File: config.mk
export PLATFORM = sky130hd
export DESIGN_NAME = handover_decider
export DESIGN_NICKNAME = d
export VERILOG_FILES = /design/src/rtl/hv_pkg.sv /design/src/rtl/hv_trigger.sv /design/src/rtl/hv_veto.sv /design/src/rtl/hv_scorer.sv /design/src/rtl/handover_decider.sv
export SDC_FILE = /design/constraint.sdc
export NUM_CORES = 1
export LEC_CHECK = 0
export ABC_AREA = 1
export BUFFER_PORTS_ARGS = -buffer_cell sky130_fd_sc_hd__buf_2
export CAP_MARGIN = 20
export CELL_PAD_IN_SITES_DETAIL_PLACEMENT = 0
export CELL_PAD_IN_SITES_GLOBAL_PLACEMENT = 1
export CORE_MARGIN = 4
export CORE_UTILIZATION = 25
export CTS_BUF_LIST = sky130_fd_sc_hd__clkbuf_2
export CTS_CLUSTER_DIAMETER = 60
export DETAILED_ROUTE_END_ITERATION = 7
export PLACE_DENSITY = 0.49
export SLEW_MARGIN = 20
export SYNTH_ARGS = -nofsm -noshare
export SYNTH_HDL_FRONTEND = slang
export SYNTH_SLANG_ARGS = --single-unit
File: constraint.sdc
create_clock -name clk -period 5.2 [get_ports clk]
set_input_delay 0.52 -clock clk [delete_from_list [all_inputs] [get_ports clk]]
set_output_delay 0.52 -clock clk [all_outputs]
set_load 0.005 [all_outputs]
File: src/rtl/hv_pkg.sv
package hv_pkg;

    localparam int MW       = 8;
    localparam int METRIC_N = 6;
    localparam int WEIGHT_W = 4;
    localparam int SCORE_W  = 6;

    typedef enum logic {
        NET_WIDE  = 1'b0,
        NET_LOCAL = 1'b1
    } net_e;

    typedef enum logic [1:0] {
        ST_IDLE,
        ST_TRIG,
        ST_VETO,
        ST_SCORE
    } state_e;

    typedef enum logic [2:0] {
        CLS_DEFAULT = 3'd0,
        CLS_VOICE   = 3'd1,
        CLS_VIDEO   = 3'd2,
        CLS_BROWSE  = 3'd3,
        CLS_IDLE    = 3'd4
    } app_e;

    typedef struct packed {
        logic [MW-1:0]       rss_wide;
        logic [MW-1:0]       rss_local;
        logic [MW-1:0]       speed;
        logic [MW-1:0]       battery;
        logic [METRIC_N-1:0] local_better;
        app_e                cls;
    } sample_t;

    // metric index order: rate, delay, jitter, snr, ber, power
    function automatic logic [WEIGHT_W-1:0] metric_weight(
        input int unsigned    idx,
        input app_e           cls,
        input logic [MW-1:0]  batt
    );
        logic [WEIGHT_W-1:0] w;
        logic [MW-1:0] quarter;
        logic [MW-1:0] half;
        quarter = MW'(1) << (MW - 2);
        half    = MW'(1) << (MW - 1);
        case (idx)
            0: case (cls)
                   CLS_VIDEO:  w = 4'd4;
                   CLS_BROWSE: w = 4'd2;
                   CLS_IDLE:   w = 4'd1;
                   default:    w = 4'd3;
               endcase
            1: case (cls)
                   CLS_BROWSE: w = 4'd2;
                   CLS_IDLE:   w = 4'd1;
                   default:    w = 4'd4;
               endcase
            2: case (cls)
                   CLS_VOICE:  w = 4'd4;
                   CLS_VIDEO:  w = 4'd4;
                   CLS_BROWSE: w = 4'd1;
                   CLS_IDLE:   w = 4'd1;
                   default:    w = 4'd3;
               endcase
            3: w = 4'd3;
            4: w = 4'd3;
            5: begin
                   if (batt < quarter)   w = 4'd9;
                   else if (batt < half) w = 4'd7;
                   else                  w = 4'd5;
               end
            default: w = '0;
        endcase
        return w;
    endfunction

endpackage

File: src/rtl/hv_trigger.sv
module hv_trigger
    import hv_pkg::*;
#(
    parameter int W = MW
) (
    input  net_e         cur_net,
    input  logic [W-1:0] rss_wide,
    input  logic [W-1:0] rss_local,
    output logic         fire
);
    always_comb begin
        if (cur_net == NET_WIDE) fire = (rss_local > rss_wide);
        else                     fire = (rss_wide > rss_local);
    end
endmodule

File: src/rtl/hv_veto.sv
module hv_veto
    import hv_pkg::*;
#(
    parameter int W               = MW,
    parameter int LOCAL_MAX_SPEED = 60,
    parameter int BATT_LOW        = 64,
    parameter int LOCAL_RSS_LIMIT = 40
) (
    input  net_e         cur_net,
    input  logic [W-1:0] speed,
    input  logic [W-1:0] battery,
    input  logic [W-1:0] rss_local,
    output logic         veto
);
    localparam logic [W-1:0] SPEED_LIM = W'(LOCAL_MAX_SPEED);
    localparam logic [W-1:0] BATT_LIM  = W'(BATT_LOW);
    localparam logic [W-1:0] RSS_LIM   = W'(LOCAL_RSS_LIMIT);

    logic leave_ok;
    assign leave_ok = (battery < BATT_LIM) && (rss_local < RSS_LIM);

    always_comb begin
        if (cur_net == NET_WIDE) veto = (speed > SPEED_LIM);
        else                     veto = !leave_ok;
    end
endmodule

File: src/rtl/hv_scorer.sv
module hv_scorer
    import hv_pkg::*;
#(
    parameter int N  = METRIC_N,
    parameter int SW = SCORE_W
) (
    input  logic [N-1:0]   local_better,
    input  app_e           cls,
    input  logic [MW-1:0]  battery,
    output logic [SW-1:0]  score_local,
    output logic [SW-1:0]  score_wide
);
    logic [SW-1:0] part_l [N];
    logic [SW-1:0] part_w [N];

    for (genvar g = 0; g < N; g++) begin : g_metric
        logic [WEIGHT_W-1:0] w;
        assign w         = metric_weight(g, cls, battery);
        assign part_l[g] = local_better[g] ? SW'(w) : '0;
        assign part_w[g] = local_better[g] ? '0 : SW'(w);
    end

    always_comb begin
        score_local = '0;
        score_wide  = '0;
        for (int i = 0; i < N; i++) begin
            score_local = score_local + part_l[i];
            score_wide  = score_wide + part_w[i];
        end
    end
endmodule

File: src/rtl/handover_decider.sv
module handover_decider
    import hv_pkg::*;
#(
    parameter int LOCAL_MAX_SPEED = 60,
    parameter int BATT_LOW        = 64,
    parameter int LOCAL_RSS_LIMIT = 40
) (
    input  logic                clk,
    input  logic                rst,
    input  logic                eval_start,
    input  logic [MW-1:0]       rss_wide,
    input  logic [MW-1:0]       rss_local,
    input  logic [MW-1:0]       speed,
    input  logic [MW-1:0]       battery,
    input  logic [METRIC_N-1:0] local_better,
    input  logic [2:0]          app_class,
    output logic                on_local,
    output logic                ho_cmd,
    output logic                ho_cancel
);
    state_e  state_q;
    sample_t smp_q;
    sample_t smp_d;
    net_e    net_q;
    logic    fire_q, veto_q, cmd_q, cancel_q;
    logic    fire, veto, win, scoring;
    logic [SCORE_W-1:0] sc_local, sc_wide;

    assign smp_d = '{rss_wide: rss_wide, rss_local: rss_local, speed: speed,
                     battery: battery, local_better: local_better,
                     cls: app_e'(app_class)};

    hv_trigger #(.W(MW)) i_trig (
        .cur_net(net_q), .rss_wide(smp_q.rss_wide),
        .rss_local(smp_q.rss_local), .fire(fire)
    );

    hv_veto #(
        .W(MW), .LOCAL_MAX_SPEED(LOCAL_MAX_SPEED),
        .BATT_LOW(BATT_LOW), .LOCAL_RSS_LIMIT(LOCAL_RSS_LIMIT)
    ) i_veto (
        .cur_net(net_q), .speed(smp_q.speed), .battery(smp_q.battery),
        .rss_local(smp_q.rss_local), .veto(veto)
    );

    hv_scorer #(.N(METRIC_N), .SW(SCORE_W)) i_score (
        .local_better(smp_q.local_better), .cls(smp_q.cls),
        .battery(smp_q.battery), .score_local(sc_local), .score_wide(sc_wide)
    );

    assign win     = (net_q == NET_WIDE) ? (sc_local > sc_wide) : (sc_wide > sc_local);
    assign scoring = (state_q == ST_SCORE);

    always_ff @(posedge clk) begin
        if (rst) begin
            state_q  <= ST_IDLE;
            smp_q    <= '0;
            net_q    <= NET_WIDE;
            fire_q   <= 1'b0;
            veto_q   <= 1'b0;
            cmd_q    <= 1'b0;
            cancel_q <= 1'b0;
        end else begin
            cmd_q    <= 1'b0;
            cancel_q <= 1'b0;
            case (state_q)
                ST_IDLE: begin
                    if (eval_start) begin
                        smp_q   <= smp_d;
                        state_q <= ST_TRIG;
                    end
                end
                ST_TRIG: begin
                    fire_q  <= fire;
                    state_q <= ST_VETO;
                end
                ST_VETO: begin
                    veto_q  <= veto;
                    state_q <= ST_SCORE;
                end
                ST_SCORE: begin
                    if (fire_q && veto_q) begin
                        cancel_q <= 1'b1;
                    end else if (fire_q && win) begin
                        cmd_q <= 1'b1;
                        net_q <= (net_q == NET_WIDE) ? NET_LOCAL : NET_WIDE;
                    end
                    state_q <= ST_IDLE;
                end
                default: state_q <= ST_IDLE;
            endcase
        end
    end

    assign on_local  = (net_q == NET_LOCAL);
    assign ho_cmd    = cmd_q;
    assign ho_cancel = cancel_q;
endmodule

Word level (Yosys, flattened, before mapping)
Cells that the tools add are included.
{"block": "op_classes", "n_addsub": 10, "n_lt_le_gt_ge": 8, "n_eq_ne": 8, "mux": 25, "n_bitwise": 2, "reduce_logical": 11}
{"operator": "adder 6 bit", "n": 10}
{"operator": "two-way mux 3 bit", "n": 6}
{"operator": "> comparator 8 bit", "n": 2}
{"operator": "> comparator 6 bit", "n": 2}
{"operator": "two-way mux 2 bit", "n": 6}
{"operator": "two-way mux 4 bit", "n": 3}
{"operator": "one-hot mux 3 bit (2 select lines)", "n": 2}
{"operator": "one-hot mux 3 bit (3 select lines)", "n": 1}
{"operator": "> comparator 8 x 6 -> 1 bit (second input constant)", "n": 1}
{"operator": "less-than comparator 8 x 6 -> 1 bit (second input constant)", "n": 1}
{"operator": "less-than comparator 8 x 7 -> 1 bit (second input constant)", "n": 1}
{"operator": "less-than comparator 8 bit (second input constant)", "n": 1}
{"operator": "one-hot mux 2 bit (4 select lines)", "n": 1}
{"operator": "equality test 3 x 2 -> 1 bit (second input constant)", "n": 2}
{"operator": "two-way mux 1 bit", "n": 6}
{"operator": "OR reduction 2 bit", "n": 3}
{"operator": "equality test 2 bit (second input constant)", "n": 2}
{"operator": "equality test 3 x 1 -> 1 bit (second input constant)", "n": 1}
{"operator": "equality test 3 bit (second input constant)", "n": 1}
{"operator": "logical AND 1 bit", "n": 3}
{"operator": "AND reduction 3 bit", "n": 1}
{"operator": "OR reduction 3 bit", "n": 1}
{"operator": "equality test 2 x 1 -> 1 bit (second input constant)", "n": 1}
{"operator": "logical NOT 2 bit", "n": 1}
{"operator": "other kinds (4)", "n": 5}
{"block": "word_totals", "reg_bits": 48, "in_bits": 44, "output_inout_bits": 3, "wordCells": 76}

Longest topological paths before layout
Gate-level depths: netlist (run 1).
{"block": "logic_depth", "depth_word": 12, "depth_mapped": 24, "mapped_depth_nobuf": 24}

Cells and area by module
From an unflattened synthesis (run 1), not the netlist that was laid out.
{"block": "unflattened", "hier_cells": 461, "area_unflattened_um2": 3325.7}
{"mod": "handover_decider", "instances": 1, "cells_per_inst": 247, "area_per_inst_um2": 1933.1, "seq_area_each_um2": 960.9}
{"mod": "hv_scorer", "instances": 1, "cells_per_inst": 158, "area_per_inst_um2": 1091.0, "seq_area_each_um2": 0.0}
{"mod": "hv_trigger", "instances": 1, "cells_per_inst": 40, "area_per_inst_um2": 235.2, "seq_area_each_um2": 0.0}
{"mod": "hv_veto", "instances": 1, "cells_per_inst": 16, "area_per_inst_um2": 66.3, "seq_area_each_um2": 0.0}

Least setup slack after synthesis (run 1)
OpenSTA, ideal clock, no wires.
{"block": "synth_timing", "path_type": "reg-to-reg", "startpoint": "reg smp_q[8] (netlist bit)", "endpoint": "reg net_q, in the netlist on_local", "setup_time_ns": 0.118, "t_arrival_ns": 3.728, "t_required_ns": 5.082, "slack_ns": 1.354, "stages_incl_launch_ff": 21, "n_path_buf": 0, "synth_period_minus_slack_ns": 3.846, "cell_sequence": "dfxtp_1 > inv_1 > nand3_1 > fa_1 > inv_1 > fa_1 > inv_1 > fa_1 > inv_1 > fa_1 > nand3_1 > nand2_1 > xor2_1 > ha_1 > nand2_1 > nor2_1 > nand2_1 > nand3_1 > nand2_1 > nand3_1 > a21oi_1"}
{"block": "synth_via", "elab_chain_len": 6, "word_cells_on_any_way": 9, "cone_classes": "add/sub (2); order compare (2); mux (3); reduce/logical (2)"}
{"item": "start, declared", "line": "handover_decider.sv:22", "source": "sample_t smp_q;"}
{"item": "start signal, assigned", "line": "handover_decider.sv:69", "source": "smp_q <= smp_d;"}
{"item": "two-way mux 4 bit, on equally long branches", "line": "hv_scorer.sv:19, hv_scorer.sv:20"}
{"item": "adder 6 bit, on equally long branches", "line": "hv_scorer.sv:27, hv_scorer.sv:28"}
{"item": "> comparator 6 bit", "line": "handover_decider.sv:51", "source": "assign win = (net_q == NET_WIDE) ? (sc_local > sc_wide) : (sc_wide > sc_local);"}
{"item": "two-way mux 1 bit *", "line": "handover_decider.sv:51"}
{"item": "logical AND 1 bit *", "line": "handover_decider.sv:84", "source": "end else if (fire_q && win) begin"}
{"item": "AND reduction 3 bit (no line) *"}
{"item": "end signal, assigned", "line": "handover_decider.sv:86", "source": "net_q <= (net_q == NET_WIDE) ? NET_LOCAL : NET_WIDE;"}
{"item": "end, declared", "line": "handover_decider.sv:24", "source": "net_e net_q;"}
Every way passes the cells marked *; elsewhere a longest branch is shown, timed or not.
A chain may end at the register's enable or synchronous reset.

Worst setup path in the final report (run 1)
{"block": "layout_timing", "startpoint": "reg smp_q[6] (netlist bit)", "endpoint": "reg net_q, in the netlist on_local"}
{"block": "layout_via", "elab_chain_len": 8, "word_cells_on_any_way": 13, "cone_classes": "add/sub (6); order compare (2); mux (3); reduce/logical (2)"}
{"item": "two-way mux 2 bit, on equally long branches", "line": "hv_scorer.sv:19, hv_scorer.sv:20"}
{"item": "adder 6 bit, on equally long branches (3 in a row)", "line": "hv_scorer.sv:27, hv_scorer.sv:28"}
{"item": "> comparator 6 bit", "line": "handover_decider.sv:51"}
{"item": "two-way mux 1 bit *", "line": "handover_decider.sv:51"}
{"item": "logical AND 1 bit *", "line": "handover_decider.sv:84"}
{"item": "AND reduction 3 bit (no line) *"}
Marks and branches as above.

==> flow_summary_export.csv, run 1 <==
group,metric,value,unit
status,status,"finished clean",
clock_tree,root_buffer,"clkbuf_2",
sta,drv_slew,0,
grt,grt_pass1_wl,11.9,mm
die,rows,39,
final_layout,nNetsFinal,508,
grt,grt_max_degree,60,
die,die_h,117,um
critical_path,crit_slowest_cell,"fa_1",
die,die_w,117,um
routing,dr.pass1.iters,4,
job,cap_violations,0,
clock_tree,tritoncts,"built",
synthesis,ys_warn_count,0,
critical_path,cp_data_arrival_time,4.63,ns
die,num_io_pins,47,
synthesis,synthFlopType,"dfxtp_1",
synthesis,async_reset_ff_share,0,%
routing,via_per_inst,4.36,
clock_tree,clk_latency,0.43,ns
placement,gp_congestion,0.738,
sta,setup_viol,0,
routing,wl_per_cell,12.5,um
routing,drt-initial-drc-count,115,
min_path,hp-class,"input port to flop",
sta,fin_crit_sh,82.5,%
synthesis,synth_seq_cells,42,
critical_path,cp.required,5.54,ns
clock_tree,ctsLongestPathBuffers,2,
synthesis,synth.distinct_cells,30,
sta,rsz0062_at_grt,"false",
clock_tree,cts_buffers,5,
die,core_area,11500,sq um
critical_path,worst_setup_path_start_kind,"flop",
clock_tree,post_cts_buffers,0,
synthesis,synth_top_area_cell,"dfxtp_1",
grt,grt_pass1_vias,2516,
sta,hold_viol_final,0,
synthesis,syn_area,2960,sq um
grt,antenna_found_initial,0,
die,initial_core_util,25.7,%
critical_path,path_max_fanout,4,
critical_path,cp_common_cell,"ha_1",
final_layout,syn_to_final_growth,12.7,%
synthesis,synth_nets,471,
clock_tree,cts_htree_levels,2,
clock_tree,cts.hold.buffers_added,0,
synthesis,synth_area_leaders,"dfxtp_1 (28%), ha_1 (16%), fa_1 (11%), inv_1 (7.2%), a21oi_1 (6.6%)",
clock_tree,clk_pin_slew,0.23,ns
grt,grt_usage,11.1,%
sta,clock_skew,0.0186,ns
critical_path,path_cells,"inv_1 -> fa_1 -> xnor2_1 -> inv_1 -> ha_1 -> xor2_1 -> inv_1 -> ha_1 -> ha_1 -> fa_1 -> a21oi_1 -> o21ai_0 -> xnor2_1 -> ha_1 -> nand2_1 -> nor2_1 -> nand2_1 -> nand3_1 -> nand2_1 -> nand3_1 -> a21oi_1",
synthesis,avgSynthCellArea,7.97,sq um
die,die-area,13700,sq um
synthesis,syn-instance-count,372,
placement,io_buffers,40,
sta,finalSetupTns,0,ns
final_layout,fillerInstances,1277,
clock_tree,clock_sinks,42,
critical_path,rrSetupSlack,0.91,ns
routing,drc,0,
critical_path,end_kind,"flop",
placement,dp.final_hpwl,5.56,mm
routing,wl,6.93,mm
sta,finalCriticalPeriod,4.29,ns
final_layout,antennaDiodeCount,0,
critical_path,crit_type,"flop to flop",
sta,maxSlewHeadroom,62.2,%
sta,max_freq,233,MHz
synthesis,yosysTopAreaCellShare,28.4,%
routing,ant_nets,0,
clock_tree,ctsResizeCount,0,
routing,vias,2412,
synthesis,synth_seq_area_share,28.4,%
critical_path,max_stage_delay,0.64,ns
synthesis,synth-edff-count,0,
grt,grt-ovfl-total,0,
sta,worst_pin_slew,0.566,ns
final_layout,drive_above_1_share,15.1,%
flip-flops by register name, summed over array words and instances (netlist names):
name,flops
ho_cancel,1
on_local,1
smp_q,35
fire_q,1
ho_cmd,1
veto_q,1
state_q,2
layer usage:
metal | global-route usage (%) | part of all wire [%] | vias up
met2 | 18.6 | 45 | 34
met5 | 0 | 0 | -
met4 | 2.06 | 0.78 | 0
li1 | - | - | 1279
met1 | 14.8 | 50 | 1092
met3 | 2.52 | 3.3 | 7
final cells by class:
| cell class | instances | area, sq um | area share (%) |
|---|---|---|---|
| flip-flops and latches | 42 | 841 | 25.2 |
| repair buffers | 41 | 208 | 6.22 |
| clock inverters | 3 | 16.3 | 0.487 |
| multi-input cells | 260 | 1850 | 55.4 |
| clock buffers | 5 | 25.0 | 0.749 |
| inverters | 59 | 221 | 6.63 |
| well taps | 143 | 179 | 5.36 |
metrics by stage:
step                      hold WS (ns)  utilization, %  cells  setup slack, ns  area, sq um
after floorplan                  0.421               -    372             1.35         2960
after global placement           0.437            28.6    545            0.954         3300
after detailed placement         0.441            28.6    545            0.933         3300
after CTS                        0.267            29.0    553            0.850         3340
after global routing             0.274            29.0    553            0.467         3340
final                            0.308            29.0    553            0.912         3340
placed cells by master, fill, tap and decap left out, types with 5 or more instances in the layout:
master | Yosys | layout
inv_1 | 57 | 57
dfxtp_1 | 42 | 42
buf_2 | 6 | 40
nand2_1 | 27 | 27
nor2_1 | 50 | 50
nand3_1 | 13 | 13
ha_1 | 39 | 39
a21oi_1 | 39 | 39
o21ai_0 | 38 | 38
nand4_1 | 5 | 5
clkbuf_2 | 0 | 5
xor2_1 | 6 | 6
fa_1 | 16 | 16
critical path, delay by kind of cell, from the launching register on:
kind,cells,cell delay [ns]
fa+ha+maj,6,2.19
simple gates,6,0.60
xor+xnor,3,0.42
flops,1,0.42
compound gates,3,0.33
buf+inv,3,0.25
synth_stat cells, drive strengths merged (6+ instances only):
| cell type | number |
|---|---|
| o21ai | 41 |
| nand3 | 13 |
| a21oi | 39 |
| dfxtp | 42 |
| nand2 | 31 |
| fa | 16 |
| nor2 | 51 |
| nor3 | 6 |
| buf | 8 |
| xor2 | 6 |
| ha | 39 |
| inv | 59 |
final timing paths:
path / startpoint / endpoint / cells past startpoint
max: smp_q[6] / on_local / 21
min: speed[1] / smp_q[18] / 3
max reg2reg: smp_q[6] / on_local / 21
min reg2reg: smp_q[23] / smp_q[23] / 2
kinds of logic after synthesis:
family,synth area share (%)
simple gates,16.7
compound gates,15.8
buf+inv,9.24
fa+ha+maj,27.3
flops,28.4
xor+xnor,2.66
Power of run 1 is left out: the tool's default activity adds up to more than one toggle a clock period on the data nets, which glitch-free logic cannot reach.
==> inputs of run 2 (changes only) <==
--- a/config.mk
+++ b/config.mk
@@ -5,7 +5,7 @@
 export SDC_FILE = /design/constraint.sdc
 export NUM_CORES = 1
 export LEC_CHECK = 0
-export ABC_AREA = 1
+export ABC_AREA = 0
 export BUFFER_PORTS_ARGS = -buffer_cell sky130_fd_sc_hd__buf_2
 export CAP_MARGIN = 20
 export CELL_PAD_IN_SITES_DETAIL_PLACEMENT = 0
@@ -15,7 +15,7 @@
 export CTS_BUF_LIST = sky130_fd_sc_hd__clkbuf_2
 export CTS_CLUSTER_DIAMETER = 60
 export DETAILED_ROUTE_END_ITERATION = 7
-export PLACE_DENSITY = 0.49
+export PLACE_DENSITY = 0.51
 export SLEW_MARGIN = 20
 export SYNTH_ARGS = -nofsm -noshare
 export SYNTH_HDL_FRONTEND = slang
==> constraint.sdc (replaced) <==
create_clock -name clk -period 3.9 [get_ports clk]
set_input_delay 0.39 -clock clk [delete_from_list [all_inputs] [get_ports clk]]
set_output_delay 0.39 -clock clk [all_outputs]
set_load 0.005 [all_outputs]
==> run 2 against run 1 <==
Compared with the run above:
- the flow now finishes with violations (setup timing)
- setup slack lost 1.3 ns
- critical path depth fell by 4
- core utilization grew 3.9 points
- die area down 1.1%
- fmax barely moved
- first-iteration DRC count shrank 50%
- synthesized cell count is 4.3% lower
- sequential share of layout area shrank 2.7 points
- hold slack worse by 0.18 ns
- global-route usage rose by 0.49 points
- cell area grew 13%
- routed wire length is 5.4% higher
- critical endpoint is now ho_cmd
- largest cell class unchanged
==> flow_summary_export.csv, run 2 <==
group,metric,value,unit
synthesis,avgSynthCellArea,8.23,sq um
status,status,"finished with violations",
synthesis,async_reset_ff_share,0,%
pwr,ir_drop,509,uV
critical_path,rrSetupSlack,-0.39,ns
final_layout,layout_common_cells,"nand2_1 (77), a21oi_1 (44), buf_2 (40), dfxtp_1 (37), buf_4 (33)",
critical_path,worst_setup_path_start_kind,"flop",
critical_path,end_kind,"flop",
sta,fin_crit_sh,110,%
critical_path,crit_type,"flop to flop",
synthesis,synth-edff-count,0,
routing,vias,2512,
clock_tree,tritoncts,"built",
final_layout,final_common_cell,"nand2_1",
final_layout,fillerInstances,1247,
final_layout,largest_reg_flops,35,
synthesis,ys_warn_count,0,
placement,pre_cts_ws,-0.475,ns
critical_path,worstSetupStartpoint,"smp_q[6]",
synthesis,synth_nets,455,
clock_tree,cts_buffers,5,
placement,dp.final_hpwl,5.70,mm
clock_tree,ctsLongestPathBuffers,2,
die,num_io_pins,47,
pwr,p_total,0.00364,W
critical_path,endpoint,"ho_cmd",
routing,via_per_inst,4.43,
critical_path,crit_buf_inv,4,
critical_path,cp_data_arrival_time,4.68,ns
die,core_area,11500,sq um
critical_path,worst-r2r-cell-count,17,
sta,max_freq,233,MHz
routing,drc,0,
critical_path,path_max_fanout,2,
final_layout,antennaDiodeCount,0,
routing,wl_per_cell,12.9,um
final_layout,regMostFlops,"smp_q",
clock_tree,clock_sinks,42,
grt,grt_pass1_wl,12.3,mm
synthesis,synth_seq_cells,42,
synthesis,ys_top_cells_by_count,"nand2_1 (78), a21oi_1 (48), dfxtp_1 (42)",
die,initial_core_util,25.6,%
clock_tree,clk_pin_slew,0.28,ns
synthesis,synth_area_leaders,"dfxtp_1 (29%), ha_1 (17%), fa_1 (11%), nand2_1 (10%), a21oi_1 (8.2%)",
grt,antenna_found_initial,0,
synthesis,synth.distinct_cells,35,
routing,ant_nets,0,
min_path,holdPathStages,3,
final_layout,stdcell_count,567,
final_layout,syn_to_final_growth,28.9,%
sta,hold_ws,0.127,ns
min_path,hp-class,"input port to flop",
placement,io_buffers,40,
synthesis,syn-instance-count,356,
sta,maxSlewHeadroom,44.2,%
job,cap_violations,0,
sta,finalCriticalPeriod,4.29,ns
pwr,power.density,963,nW/um^2
critical_path,crit_slowest_cell,"fa_1",
critical_path,crit_family,"adder cells",
critical_path,reg2reg_from,"smp_q[6]",
sta,clock_skew,0.0238,ns
placement,gp_congestion,0.786,
clock_tree,cts_htree_levels,2,
final_layout,nNetsFinal,522,
sta,fin_ws,-0.386,ns
routing,drt-initial-drc-count,58,
grt,grt_pass1_vias,2584,
sta,hold_viol_final,0,
synthesis,synthFlopType,"dfxtp_1",
critical_path,r2r-end,"ho_cmd",
sta,finalSetupTns,-0.729,ns
synthesis,syn_area,2930,sq um
pwr,power.leakage,1.70,nW
die,die_h,116,um
sta,rsz0062_at_grt,"true",
final_layout,drive_above_1_share,28.5,%
die,die-area,13500,sq um
grt,grt_max_degree,43,
critical_path,max_stage_delay,0.52,ns
critical_path,path_depth,17,
clock_tree,root_buffer,"clkbuf_2",
routing,dr.pass1.iters,4,
grt,grt_usage,11.6,%
status,violations,"setup timing",
clock_tree,clk_latency,0.45,ns
synthesis,yosysTopAreaCellShare,28.7,%
sta,setup_viol,2,
synthesis,synth_top_area_cell,"dfxtp_1",
grt,grt-ovfl-total,0,
critical_path,cp.required,4.29,ns
routing,wl,7.30,mm
synthesis,yosysMostFrequentCell,"nand2_1",
critical_path,path_cells,"buf_4 -> fa_1 -> inv_1 -> fa_1 -> inv_1 -> fa_1 -> inv_2 -> ha_4 -> a21o_1 -> a21oi_2 -> xnor2_1 -> ha_1 -> a21o_1 -> a21o_1 -> a211oi_2 -> mux2_4 -> nor4_1",
sta,worst_pin_slew,0.838,ns
die,rows,39,
placement,dp_cells,557,
die,die_w,116,um
final_layout,largestRegisters,"smp_q x35, state_q x2",
synthesis,synth_seq_area_share,28.7,%
sta,drv_slew,0,
-- run 2: cell types whose count changed after synthesis, moves of 3 or more --
cell,before,now
inv_1,57,29
buf_2,6,2
xnor2_1,3,8
nand2_1,27,78
nor2b_1,0,5
a21o_1,1,7
clkbuf_1,3,12
a31o_2,3,0
o21ai_0,38,7
a21oi_1,39,48
nand2b_1,0,3
nor2_1,50,20
nand3_1,13,4
-- run 2: power breakdown --
part	switching, W	total [W]	internal (W)
Sequential	0.0000584	0.000566	0.000507
Combinational	0.00129	0.00272	0.00143
Clock	0.000173	0.000347	0.000174
-- run 2: layout make-up --
cell class / instances / area, sq um / area share [%]
Clock buffer: 5 / 25.0 / 0.663
Clock inverter: 3 / 68.8 / 1.82
Inverter: 29 / 114 / 3.02
Multi-Input combinational cell: 271 / 2080 / 55.1
Sequential cell: 42 / 850 / 22.5
Tap cell: 143 / 179 / 4.74
Timing Repair Buffer: 74 / 459 / 12.2
-- run 2: how the worst min path moves through the flow --
stage	startpoint	endpoint	slack, ns
CTS	local_better[1]	smp_q[4]	0.08
floorplan	smp_q[23]	smp_q[23]	0.44
finish	local_better[1]	smp_q[4]	0.13
global route	rss_wide[4]	smp_q[37]	0.1
global placement	smp_q[36]	smp_q[36]	0.45
detailed placement	smp_q[24]	smp_q[24]	0.45
-- run 2: cells by family (layout without fill, tap and decap cells) --
family	after synthesis	count (layout)	synth area share [%]
adder cells (fa/ha/maj)	55	55	27.6
XOR/XNOR	13	13	3.89
multiplexers	2	2	0.726
flip-flops	42	42	28.7
AND/OR/NAND/NOR	131	131	19.8
AO/OA/AOI/OAI	70	70	13.7
buffers and inverters	43	111	5.59
-- run 2: through the flow --
stage,utilization (%),cell area (sq um)
2_1_floorplan,-,3070
3_3_place_gp,31.7,3630
3_5_place_dp,31.7,3630
4_1_cts,32.6,3740
5_1_grt,32.9,3780
6_report,32.9,3780
-- run 2: what timing repair did --
action                                  CTS  global route
hold buffers                              0             0
setup buffers                             1             1
pin swaps                                12             0
gates cloned                              0             0
endpoints found under the setup margin    2             2
gates resized for setup                   3             4
-- run 2: worst reg2reg max path: stages, from the launching register on --
cell      delay, ns
dfxtp_2        0.40
buf_4          0.14
fa_1           0.52
inv_1          0.05
fa_1           0.49
inv_1          0.05
fa_1           0.50
inv_2          0.06
ha_4           0.20
a21o_1         0.18
a21oi_2        0.16
xnor2_1        0.10
ha_1           0.32
a21o_1         0.16
a21o_1         0.18
a211oi_2       0.25
mux2_4         0.32
nor4_1         0.14
-- run 2: per-layer routing --
layer	track usage (%)	share of wire, %	vias to the layer above
met5	0	0	-
met4	2.78	0.84	0
met3	2.33	2.8	4
met2	19.9	48	30
met1	15.0	48	1177
li1	-	-	1301
Note: power is estimated with default switching activity, not from simulation.
==> inputs of run 3 (changes only) <==
--- a/config.mk
+++ b/config.mk
@@ -16,6 +16,7 @@
 export CTS_CLUSTER_DIAMETER = 60
 export DETAILED_ROUTE_END_ITERATION = 7
 export PLACE_DENSITY = 0.51
+export SETUP_SLACK_MARGIN = 0.2
 export SLEW_MARGIN = 20
 export SYNTH_ARGS = -nofsm -noshare
 export SYNTH_HDL_FRONTEND = slang
==> run 3 against run 2 <==
Compared with the run above:
- the flow still finishes with violations (setup timing)
- non-clock buffer count is 5 higher
- core utilization grew 0.44 points
- fmax increased by 0.96%
- via count fell by 0.16%
- sequential power about the same
- sequential share of layout area down 0.23 points
- hold slack better by 0.0045 ns
- routed wire length is 0.59% lower
- critical path depth did not move
- combinational power is 11% higher
- die area unchanged
- cell count up 0.88%
- largest power group unchanged
==> flow_summary_export.csv, run 3 (synthesis gave the netlist of run 2 again) <==
group,metric,value,unit
min_path,hp-class,"input port to flop",
final_layout,nNetsFinal,527,
sta,hold_viol_final,0,
grt,antenna_found_initial,0,
placement,pre_cts_ws,-0.496,ns
final_layout,drive_above_1_share,31.9,%
job,cap_violations,0,
pwr,power.leakage,1.71,nW
clock_tree,root_buffer,"clkbuf_2",
sta,hold_ws,0.131,ns
grt,use_met2,20.0,%
critical_path,rrSetupSlack,-0.35,ns
final_layout,fillerInstances,1243,
routing,dr.pass1.iters,5,
final_layout,antennaDiodeCount,0,
critical_path,crit_buf_inv,3,
final_layout,syn_to_final_growth,30.6,%
critical_path,crit_slowest_cell,"fa_1",
die,die_h,116,um
critical_path,worstSetupStartpoint,"smp_q[15]",
critical_path,path_max_fanout,3,
grt,grt_util_met1,14.5,%
grt,grt_pass1_wl,12.2,mm
routing,wl_per_cell,12.7,um
clock_tree,cts_htree_levels,2,
sta,worst_pin_slew,0.834,ns
placement,dp.final_hpwl,5.73,mm
critical_path,max_stage_delay,0.52,ns
critical_path,endpoint,"ho_cmd",
routing,ant_nets,0,
die,rows,39,
status,violations,"setup timing",
pwr,ir_drop,527,uV
placement,io_buffers,40,
grt,grt_pass1_vias,2601,
clock_tree,clk_pin_slew,0.28,ns
grt,grt-busiest-layer,"met2",
grt,grt_usage,11.5,%
final_layout,largest_reg_flops,35,
clock_tree,tritoncts,"built",
die,die-area,13500,sq um
final_layout,layout_common_cells,"nand2_1 (76), a21oi_1 (42), buf_2 (40), dfxtp_1 (35), buf_4 (35)",
clock_tree,clock_sinks,42,
critical_path,crit_type,"flop to flop",
clock_tree,cts_buffers,5,
critical_path,path_depth,17,
sta,rsz0062_at_grt,"true",
clock_tree,ctsLongestPathBuffers,2,
critical_path,worst_setup_path_start_kind,"flop",
grt,grt_max_degree,43,
grt,grt-ovfl-total,0,
critical_path,worst-r2r-cell-count,17,
die,core_area,11500,sq um
sta,fin_ws,-0.346,ns
clock_tree,cts.hold.buffers_added,0,
critical_path,cp_data_arrival_time,4.64,ns
sta,drv_slew,0,
placement,gp_congestion,0.779,
critical_path,path_cells,"nand3_2 -> fa_1 -> inv_2 -> fa_1 -> inv_2 -> fa_1 -> inv_2 -> fa_2 -> a21o_1 -> a21oi_2 -> xor2_1 -> ha_1 -> nand4_1 -> a21oi_2 -> a211oi_2 -> mux2_4 -> nor4_2",
critical_path,end_kind,"flop",
sta,clock_skew,0.0120,ns
routing,drt-initial-drc-count,53,
routing,wl,7.26,mm
grt,grt_util_met3,3.26,%
final_layout,final_common_cell,"nand2_1",
sta,fin_crit_sh,109,%
clock_tree,clk_latency,0.44,ns
final_layout,stdcell_count,572,
sta,maxSlewHeadroom,44.4,%
placement,dp_cells,557,
status,status,"finished with violations",
routing,drc,0,
critical_path,r2r-end,"ho_cmd",
final_layout,regMostFlops,"smp_q",
die,die_w,116,um
die,initial_core_util,25.6,%
critical_path,crit_family,"adder cells",
pwr,power.density,1000,nW/um^2
die,num_io_pins,47,
final_layout,largestRegisters,"smp_q x35, state_q x2",
sta,finalCriticalPeriod,4.25,ns
routing,via_per_inst,4.38,
sta,setup_viol,2,
critical_path,cp.required,4.29,ns
critical_path,reg2reg_from,"smp_q[15]",
sta,max_freq,236,MHz
routing,vias,2508,
run 3: changes by cell type in the layout (fill, tap and decap cells not counted), sizes merged:
cell,before,now
bufinv,2,0
clkinvlp,0,1
inv,29,31
buf,74,79
clkinv,1,0
run 3: report_power, final:
| group | switching (W) | internal, W | total (W) |
|---|---|---|---|
| Combinational | 0.00138 | 0.00164 | 0.00302 |
| Clock | 0.000184 | 0.0000515 | 0.000235 |
| Sequential | 0.0000598 | 0.000508 | 0.000568 |
run 3: metal layers:
metal	part of all wire [%]	wire, um	up-vias
met4	0.76	55	0
met5	0	0	-
met1	47	3400	1154
met2	49	3580	32
met3	3.2	229	6
li1	-	-	1316
run 3: worst min-delay path by stage:
| stage | from | endpoint | slack (ns) | cells after the start |
|---|---|---|---|---|
| 2_1_floorplan | smp_q[23] | smp_q[23] | 0.44 | 2 |
| 3_3_place_gp | smp_q[36] | smp_q[36] | 0.45 | 2 |
| 3_5_place_dp | smp_q[24] | smp_q[24] | 0.45 | 2 |
| 4_1_cts | local_better[1] | smp_q[4] | 0.08 | 3 |
| 5_1_grt | rss_wide[4] | smp_q[37] | 0.04 | 3 |
| 6_report | local_better[0] | smp_q[3] | 0.13 | 3 |
run 3: area by class of cell:
type	instances	area [sq um]	share of cell area (%)
repair buffers	79	508	13.3
flip-flops and latches	42	852	22.3
well taps	143	179	4.68
clock buffers	5	25.0	0.654
clock inverters	3	27.5	0.719
multi-input cells	271	2120	55.4
inverters	29	114	2.98
run 3: worst register-to-register path, cell delays in order (launching register included):
cell	delay (ns)
dfxtp_2	0.44
nand3_2	0.09
fa_1	0.52
inv_2	0.04
fa_1	0.51
inv_2	0.04
fa_1	0.51
inv_2	0.06
fa_2	0.35
a21o_1	0.17
a21oi_2	0.14
xor2_1	0.16
ha_1	0.26
nand4_1	0.12
a21oi_2	0.06
a211oi_2	0.28
mux2_4	0.33
nor4_2	0.12
run 3: stage by stage:
stage / area, sq um / utilization, % / TNS, ns / power, W
CTS: 3740 / 32.6 / -0.651 / 0.00358
finish: 3830 / 33.4 / -0.641 / 0.00383
floorplan: 3070 / - / -0.254 / 0.00244
global route: 3830 / 33.4 / -1.13 / 0.00433
detailed placement: 3630 / 31.7 / -0.807 / 0.00311
global placement: 3630 / 31.7 / -0.729 / 0.00309
run 3: what timing repair did:
item	4_1_cts	5_1_grt
setup buffers	4	3
pin swaps	17	14
endpoints found under the setup margin	2	2
gates resized for setup	7	16
